$ cat src/rtl/byp_pkg.sv
package byp_pkg;
  typedef enum logic [1:0] {
    SRC_MEM = 2'd0,
    SRC_WB  = 2'd1,
    SRC_RF  = 2'd2
  } byp_src_e;

  typedef enum logic [1:0] {
    CLS_ALU   = 2'd0,
    CLS_LOAD  = 2'd1,
    CLS_STORE = 2'd2,
    CLS_OTHER = 2'd3
  } op_cls_e;
endpackage

$ cat src/rtl/byp_hit.sv
module byp_hit #(
  parameter int REG_W = 5
) (
  input  logic [REG_W-1:0] src,
  input  logic [REG_W-1:0] dst,
  input  logic             wen,
  output logic             hit
);
  function automatic logic dest_hit(input logic [REG_W-1:0] s,
                                    input logic [REG_W-1:0] d,
                                    input logic w);
    return w && (d != '0) && (s == d);
  endfunction

  assign hit = dest_hit(src, dst, wen);

  always_comb begin

    zero_dst_chk: assert (!(hit && dst == '0));

    wen_low_chk: assert (!(hit && !wen));
  end
endmodule

$ cat src/rtl/byp_opnd_mux.sv
module byp_opnd_mux
  import byp_pkg::*;
#(
  parameter int REG_W  = 5,
  parameter int DATA_W = 32
) (
  input  logic [REG_W-1:0]  src,
  input  logic [REG_W-1:0]  mem_dst,
  input  logic              mem_wen,
  input  logic [REG_W-1:0]  wb_dst,
  input  logic              wb_wen,
  input  logic [DATA_W-1:0] rf_val,
  input  logic [DATA_W-1:0] mem_val,
  input  logic [DATA_W-1:0] wb_val,
  output byp_src_e          sel,
  output logic [DATA_W-1:0] val
);
  logic hit_mem;
  logic hit_wb;

  byp_hit #(.REG_W(REG_W)) u_hit_mem (
    .src(src), .dst(mem_dst), .wen(mem_wen), .hit(hit_mem));
  byp_hit #(.REG_W(REG_W)) u_hit_wb (
    .src(src), .dst(wb_dst), .wen(wb_wen), .hit(hit_wb));

  always_comb begin
    if (hit_mem)     sel = SRC_MEM;
    else if (hit_wb) sel = SRC_WB;
    else             sel = SRC_RF;
  end

  always_comb begin
    unique case (sel)
      SRC_MEM: val = mem_val;
      SRC_WB:  val = wb_val;
      default: val = rf_val;
    endcase
  end

  always_comb begin

    mem_prio_chk: assert (!(hit_mem && hit_wb) || sel == SRC_MEM);

    sel_range_chk: assert (sel != 2'd3);

    zero_src_chk: assert (src != '0 || sel == SRC_RF);

    rf_pass_chk: assert (sel != SRC_RF || val == rf_val);
  end
endmodule

$ cat src/rtl/byp_store_mux.sv
module byp_store_mux
  import byp_pkg::*;
#(
  parameter int REG_W  = 5,
  parameter int DATA_W = 32
) (
  input  op_cls_e           cls,
  input  logic [REG_W-1:0]  st_src,
  input  logic [REG_W-1:0]  wb_dst,
  input  logic              wb_wen,
  input  logic [DATA_W-1:0] st_val,
  input  logic [DATA_W-1:0] wb_val,
  output logic              fwd,
  output logic [DATA_W-1:0] data
);
  logic hit_wb;

  byp_hit #(.REG_W(REG_W)) u_hit (
    .src(st_src), .dst(wb_dst), .wen(wb_wen), .hit(hit_wb));

  assign fwd  = (cls == CLS_STORE) && hit_wb;
  assign data = fwd ? wb_val : st_val;

  always_comb begin

    non_store_chk: assert (cls == CLS_STORE || !fwd);

    keep_latched_chk: assert (fwd || data == st_val);
  end
endmodule

$ cat src/rtl/op_bypass_ctl.sv
module op_bypass_ctl
  import byp_pkg::*;
#(
  parameter int REG_W  = 5,
  parameter int DATA_W = 32
) (
  input  logic [REG_W-1:0]  ex_src1,
  input  logic [REG_W-1:0]  ex_src2,
  input  logic [REG_W-1:0]  mem_dst,
  input  logic              mem_wen,
  input  logic [1:0]        mem_cls,
  input  logic [REG_W-1:0]  mem_st_src,
  input  logic [REG_W-1:0]  wb_dst,
  input  logic              wb_wen,
  input  logic [DATA_W-1:0] ex_rf_a,
  input  logic [DATA_W-1:0] ex_rf_b,
  input  logic [DATA_W-1:0] mem_alu_res,
  input  logic [DATA_W-1:0] mem_st_val,
  input  logic [DATA_W-1:0] wb_val,
  output logic [DATA_W-1:0] alu_a,
  output logic [DATA_W-1:0] alu_b,
  output logic [1:0]        alu_a_sel,
  output logic [1:0]        alu_b_sel,
  output logic [DATA_W-1:0] st_data,
  output logic              st_fwd
);
  localparam int NUM_OPND = 2;

  logic [REG_W-1:0]  opnd_src [NUM_OPND];
  logic [DATA_W-1:0] opnd_rf  [NUM_OPND];
  logic [DATA_W-1:0] opnd_val [NUM_OPND];
  byp_src_e          opnd_sel [NUM_OPND];

  assign opnd_src[0] = ex_src1;
  assign opnd_src[1] = ex_src2;
  assign opnd_rf[0]  = ex_rf_a;
  assign opnd_rf[1]  = ex_rf_b;

  for (genvar g = 0; g < NUM_OPND; g++) begin : g_opnd
    byp_opnd_mux #(.REG_W(REG_W), .DATA_W(DATA_W)) u_mux (
      .src     (opnd_src[g]),
      .mem_dst (mem_dst),
      .mem_wen (mem_wen),
      .wb_dst  (wb_dst),
      .wb_wen  (wb_wen),
      .rf_val  (opnd_rf[g]),
      .mem_val (mem_alu_res),
      .wb_val  (wb_val),
      .sel     (opnd_sel[g]),
      .val     (opnd_val[g])
    );
  end

  assign alu_a     = opnd_val[0];
  assign alu_b     = opnd_val[1];
  assign alu_a_sel = opnd_sel[0];
  assign alu_b_sel = opnd_sel[1];

  byp_store_mux #(.REG_W(REG_W), .DATA_W(DATA_W)) u_st (
    .cls    (op_cls_e'(mem_cls)),
    .st_src (mem_st_src),
    .wb_dst (wb_dst),
    .wb_wen (wb_wen),
    .st_val (mem_st_val),
    .wb_val (wb_val),
    .fwd    (st_fwd),
    .data   (st_data)
  );

  always_comb begin

    same_src_chk: assert (ex_src1 != ex_src2 || alu_a_sel == alu_b_sel);

    mem_val_chk: assert (alu_a_sel != 2'd0 || alu_a == mem_alu_res);
  end
endmodule

$ cat config.mk
export PLATFORM = sky130hd
export DESIGN_NAME = op_bypass_ctl
export DESIGN_NICKNAME = d
export VERILOG_FILES = /design/src/rtl/byp_pkg.sv /design/src/rtl/byp_hit.sv /design/src/rtl/byp_opnd_mux.sv /design/src/rtl/byp_store_mux.sv /design/src/rtl/op_bypass_ctl.sv
export SDC_FILE = /design/constraint.sdc
export NUM_CORES = 1
export LEC_CHECK = 0
export BUFFER_PORTS_ARGS = -buffer_cell sky130_fd_sc_hd__buf_2
export CAP_MARGIN = 25
export CORE_AREA = 2 2 112 114
export DETAILED_ROUTE_END_ITERATION = 12
export DIE_AREA = 0 0 114 116
export GPL_TIMING_DRIVEN = 0
export PLACE_DENSITY_LB_ADDON = 0.12
export SYNTH_ARGS = -nofsm -noshare
export SYNTH_HDL_FRONTEND = slang
export SYNTH_SLANG_ARGS = --single-unit
export TNS_END_PERCENT = 20
$ cat constraint.sdc
create_clock -name vclk -period 2.9
set_clock_uncertainty 0.05 [all_clocks]
set_input_delay 0.145 -clock vclk [all_inputs]
set_output_delay 0.145 -clock vclk [all_outputs]
set_load 0.005 [all_outputs]
======== Yosys cells after proc, flatten, opt, wreduce, memory -nomap -nowiden ========
Index checks and enable logic that the tools add are counted.
storage, ports and cells
  word-level logic and storage cells ...... 27
  output and inout bits ................... 101
  input bits .............................. 189
  register bits ........................... 0
operators by class
  reductions and logical operators ........ 12
  mux-type cells .......................... 7
  equal/unequal tests ..................... 8
operator list
  cell                  number
  $pmux W32 S2          2
  $mux W32              1
  $eq A5 B5 Y1          5
  $reduce_bool A5 Y1    2
  $logic_and A1 B1 Y1   8
  $mux W2               4
  $eq A2 B1 Y1 const B  2
  $logic_not A2 Y1      2
  $eq A2 B2 Y1 const B  1

======== Logic depth before layout (Yosys ltp) ========
  depth after elaboration ................. 7
  depth in mapped cells ................... 6
  mapped depth without buffers ............ 4

======== Modules after synthesis ========
Synthesis repeated with hierarchy kept, for this count alone.
second synthesis, totals
  cell total of the unflattened synthesis .. 305
  area total of the unflattened synthesis .. 2306.0 sq um
by module, submodules not included
  module         cells an instance  area each (sq um)  times used  seq. area each (sq um)
  byp_opnd_mux   109                714.4              2           0.0
  byp_store_mux  37                 526.8              1           0.0
  byp_hit        10                 70.1               5           0.0

======== Worst setup path before layout ========
No wires, ideal clock.
  path type ............................... input to output
  from .................................... in wb_wen
  to ...................................... out st_data[22]
  path slack .............................. 1268 ps
  buffers on the path ..................... 2
  arrival time ............................ 1437 ps
  required time ........................... 2705 ps
  stages .................................. 5
  cells stage by stage .................... clkbuf_1 a21bo_2 nor3_4 buf_2 mux2_2
between the ends
  cells in the longest elaborated chain, start to end .. 4
ends and longest elaborated chain
  element                            line                 RTL
  start: declaration                 op_bypass_ctl.sv:14  input logic wb_wen,
  $logic_and A1 B1 Y1 (2 in series)  byp_hit.sv:12        return w && (d != '0) && (s == d);
  $logic_and A1 B1 Y1                byp_store_mux.sv:21  assign fwd = (cls == CLS_STORE) && hit_wb;
  net st_fwd                         op_bypass_ctl.sv:25  output logic st_fwd
  $mux W32                           byp_store_mux.sv:22  assign data = fwd ? wb_val : st_val;
  end: declaration                   op_bypass_ctl.sv:24  output logic [DATA_W-1:0] st_data,
The timed path passes the listed nets, and every way through them passes these cells.

======== Final worst setup path ========
  from .................................... in wb_dst[3]
  to ...................................... out alu_b[26]
between the ends
  cells in the longest elaborated chain, start to end .. 7
  elaborated cells between the ends (all ways) .. 9
  those cells by class .................... 2 x eq/ne; 3 x mux; 4 x reduce/logical
ends and longest elaborated chain
  element                                                  line                 RTL
  start: declaration                                       op_bypass_ctl.sv:13  input logic [REG_W-1:0] wb_dst,
  $reduce_bool A5 Y1                                       byp_hit.sv:12
  $logic_and A1 B1 Y1                                      byp_hit.sv:12
  $logic_and A1 B1 Y1 (*)                                  byp_hit.sv:12
  $mux W2 (*)                                              byp_opnd_mux.sv:28   else if (hit_wb) sel = SRC_WB;
  $mux W2 (*)                                              byp_opnd_mux.sv:27   if (hit_mem) sel = SRC_MEM;
  $eq A2 B1 Y1 / $logic_not A2 Y1 (equally long branches)  byp_opnd_mux.sv:33   unique case (sel)
  $pmux W32 S2 (*)                                         byp_opnd_mux.sv:33
  end: declaration                                         op_bypass_ctl.sv:21  output logic [DATA_W-1:0] alu_b,
Every way passes the cells marked *; elsewhere a longest branch is shown, timed or not.

==> key figures <==
Status
  • Run status: finished clean

Route
  • Post-detailed-route via-to-cell ratio: 5.619
  • Via count: 5316
  • Average wire length per cell after detail routing: 18.92 um
  • Detailed-router iteration count before antenna repair: 5
  • Remaining DRCs: 0
  • DRT antenna net count: 0
  • Total Routed Length: 17890 um
  • First DRT Iteration DRCs: 411

Place
  • DPL Wire Length: 14700 um
  • Global placement routability congestion: 0.9185
  • Cell count after placement: 944
  • Quantity of I/O buffers inserted on ports: 289

Floorplan
  • Starting density of the core: 0.2600
  • Die area: 13220 sq um
  • Cell row count: 40
  • IO Count: 290
  • Horizontal die dimension: 114 um
  • Vertical die dimension: 116 um
  • Floorplan core area: 11910 sq um

Critical path
  • Maximum net fanout on the critical path: 10
  • Instance count on the critical path: 8
  • CP Data Arrival Time: 2.39 ns
  • Crit path buf inv count: 4
  • Startpoint kind of the worst setup timing path: primary input
  • Worst setup path category: in -> out
  • Slowest stage delay, CP: 0.65 ns
  • CP required: 2.71 ns
  • Dominant cell type by count on the critical path: sky130_fd_sc_hd__buf_2
  • Critical-path top delay cell: sky130_fd_sc_hd__xor2_1
  • Crit. Startpoint: wb_dst[3]
  • Kind of end point of the critical path: output pin
  • Cell family with the largest share of critical-path delay: buffers and inverters
  • Critical-path cell list: buf_2 -> xor2_1 -> or3_1 -> buf_2 -> clkbuf_1 -> o31ai_1 -> a31oi_1 -> buf_2

Logic synthesis
  • Post-synthesis instance area: 3097 sq um
  • Syn_nets: 697
  • Multiplexer area fraction after synthesis: 0.1164
  • Synthesized-area fraction occupied by xor and xnor cells: 0.07071
  • Most frequent cell after synthesis: sky130_fd_sc_hd__nand2_1
  • Combinational family with the most area after synthesis: simple AND/OR/NAND/NOR gates
  • Sequential area share after synthesis: 0
  • Number of warnings reported in the yosys synthesis log: 0
  • Cell type with the largest total area after synthesis: sky130_fd_sc_hd__o31ai_1
  • Basic-gate share of the synthesized area counting and, or, nand and nor cells: 0.3907
  • Synth top area share: 0.1552
  • Adder-Cell Fraction of Synth Area: 0
  • Ranking of synthesized cells by instance count: sky130_fd_sc_hd__nand2_1 (96), sky130_fd_sc_hd__nor3_1 (66), sky130_fd_sc_hd__nor4_1 (65)
  • Synth area leaders: sky130_fd_sc_hd__o31ai_1 (16%), sky130_fd_sc_hd__nor4_1 (13%), sky130_fd_sc_hd__a31oi_1 (13%)
  • Synth unique cells: 26
  • Complex-gate fraction of the synthesized area: 0.3006
  • Average cell area after synthesis: 6.096 sq um
  • Synth Instances: 508

Timing
  • Sum of negative setup slack: 0 ns
  • Minimum clock period after layout: 2.590 ns
  • Max Clk Rate: 0.3861 GHz
  • Max-slew violations: 0
  • Final setup vio count: 0
  • Worst rel slew slack: 0.3667
  • RSZ-0062 raised after global routing: no
  • Worst-Margin Slew: 0.9443 ns
  • Final number of hold-violating endpoints: 0
  • Ratio of final minimum period to clock period: 0.8931

Clock tree
  • Cells resized by post-CTS repair: 0
  • Post-CTS Setup Bufs: 0
  • Hold-fix buffer count after cts: 0

Power and ir drop
  • Largest voltage drop on the vdd net: 0.08266 mV
  • P_leak: 1.898 nW
  • Total power of the final layout: 0.0007818 W
  • Power per unit of standard cell area: 165.1 nW/um^2

Global route
  • Most heavily used metal layer in global routing: met2
  • Maximum number of pins on one net before global-route repair: 11
  • Met3 demand-to-capacity share in global routing: 0.02667
  • Initial antenna violation count: 0
  • Vias in the first global route: 5036
  • Aggregate global routing overflow: 0
  • First-pass GRT wire length: 26040 um
  • Met1 Resource Use GR: 0.3171
  • Met2 layer usage reported by global route: 0.4405
  • GR Util All Layers: 0.2456

Final layout
  • Sequential cell area: 0 sq um
  • Layout-stage area growth over the synthesis result: 52.89%
  • Layout net count: 989
  • Proportion of layout cells with a drive suffix above 1: 0.4424
  • Number of clock buffers in the layout: 0
  • Number of sequential cells: 0
  • Non-Filler Instances: 946

Min path
  • Tightest Hold Check Type: in -> out
  • Startpoint of the tightest hold check path: mem_st_val[6]
  • Number of cells on the worst hold path: 3

Job
  • Count of maximum capacitance violations: 0
cell families after synthesis:
group,Yosys count
buf+inv,75
xor+xnor,25
compound gates,133
simple gates,243
mux,32
stage by stage:
step / instance area (sq um) / hold WS (ns) / worst slack [ns] / utilization
after global routing: 4732 / 0.5292 / 0.2551 / 0.3973
after CTS: 4727 / 0.5171 / 0.4040 / 0.3968
after floorplan: 3097 / 0.3546 / 1.268 / -
after detailed placement: 4727 / 0.5154 / 0.4120 / 0.3968
final: 4735 / 0.5137 / 0.3101 / 0.3975
after global placement: 4727 / 0.5127 / 0.4225 / 0.3968
cells in the final DEF, fill, tap and decap left out, types with 6 or more instances in the layout:
cell type                  synthesis  layout
sky130_fd_sc_hd__o31ai_1          64      64
sky130_fd_sc_hd__clkbuf_1         42      42
sky130_fd_sc_hd__nor4_1           65      65
sky130_fd_sc_hd__nand2_1          96      96
sky130_fd_sc_hd__nor3_1           66      66
sky130_fd_sc_hd__mux2_1            6       6
sky130_fd_sc_hd__a31oi_1          64      64
sky130_fd_sc_hd__xor2_1           10      10
sky130_fd_sc_hd__buf_2            19     308
sky130_fd_sc_hd__buf_4             7       7
sky130_fd_sc_hd__buf_6             6       6
sky130_fd_sc_hd__xnor2_1          15      15
sky130_fd_sc_hd__mux2_2           26      26
layer usage:
metal / routed length, um / part of all wire
met3: 1309 / 0.073
met4: 480 / 0.027
met1: 7577 / 0.42
met5: 0 / 0
met2: 8526 / 0.48
where the power goes:
group | total [W] | internal [W] | leakage [nW] | switching [W]
logic | 0.000782 | 0.000302 | 1.90 | 0.000479
registers | 0 | 0 | 0 | 0
clock network | 0.0000000000463 | 0.0000000000463 | 0.00000634 | 0
layout make-up:
cell class	count	area [sq um]
repair buffers	290	1451
diodes	1	2.502
multi-input cells	433	2720
fillers	1379	7177
well taps	147	183.9
plain buffers	74	372.9
inverters	1	3.754
path summary, 6_finish.rpt:
| kind | endpoint |
|---|---|
| worst min-delay path | st_data[6] |
| worst max-delay path | alu_b[26] |
Power figures use the tool's default switching activity.
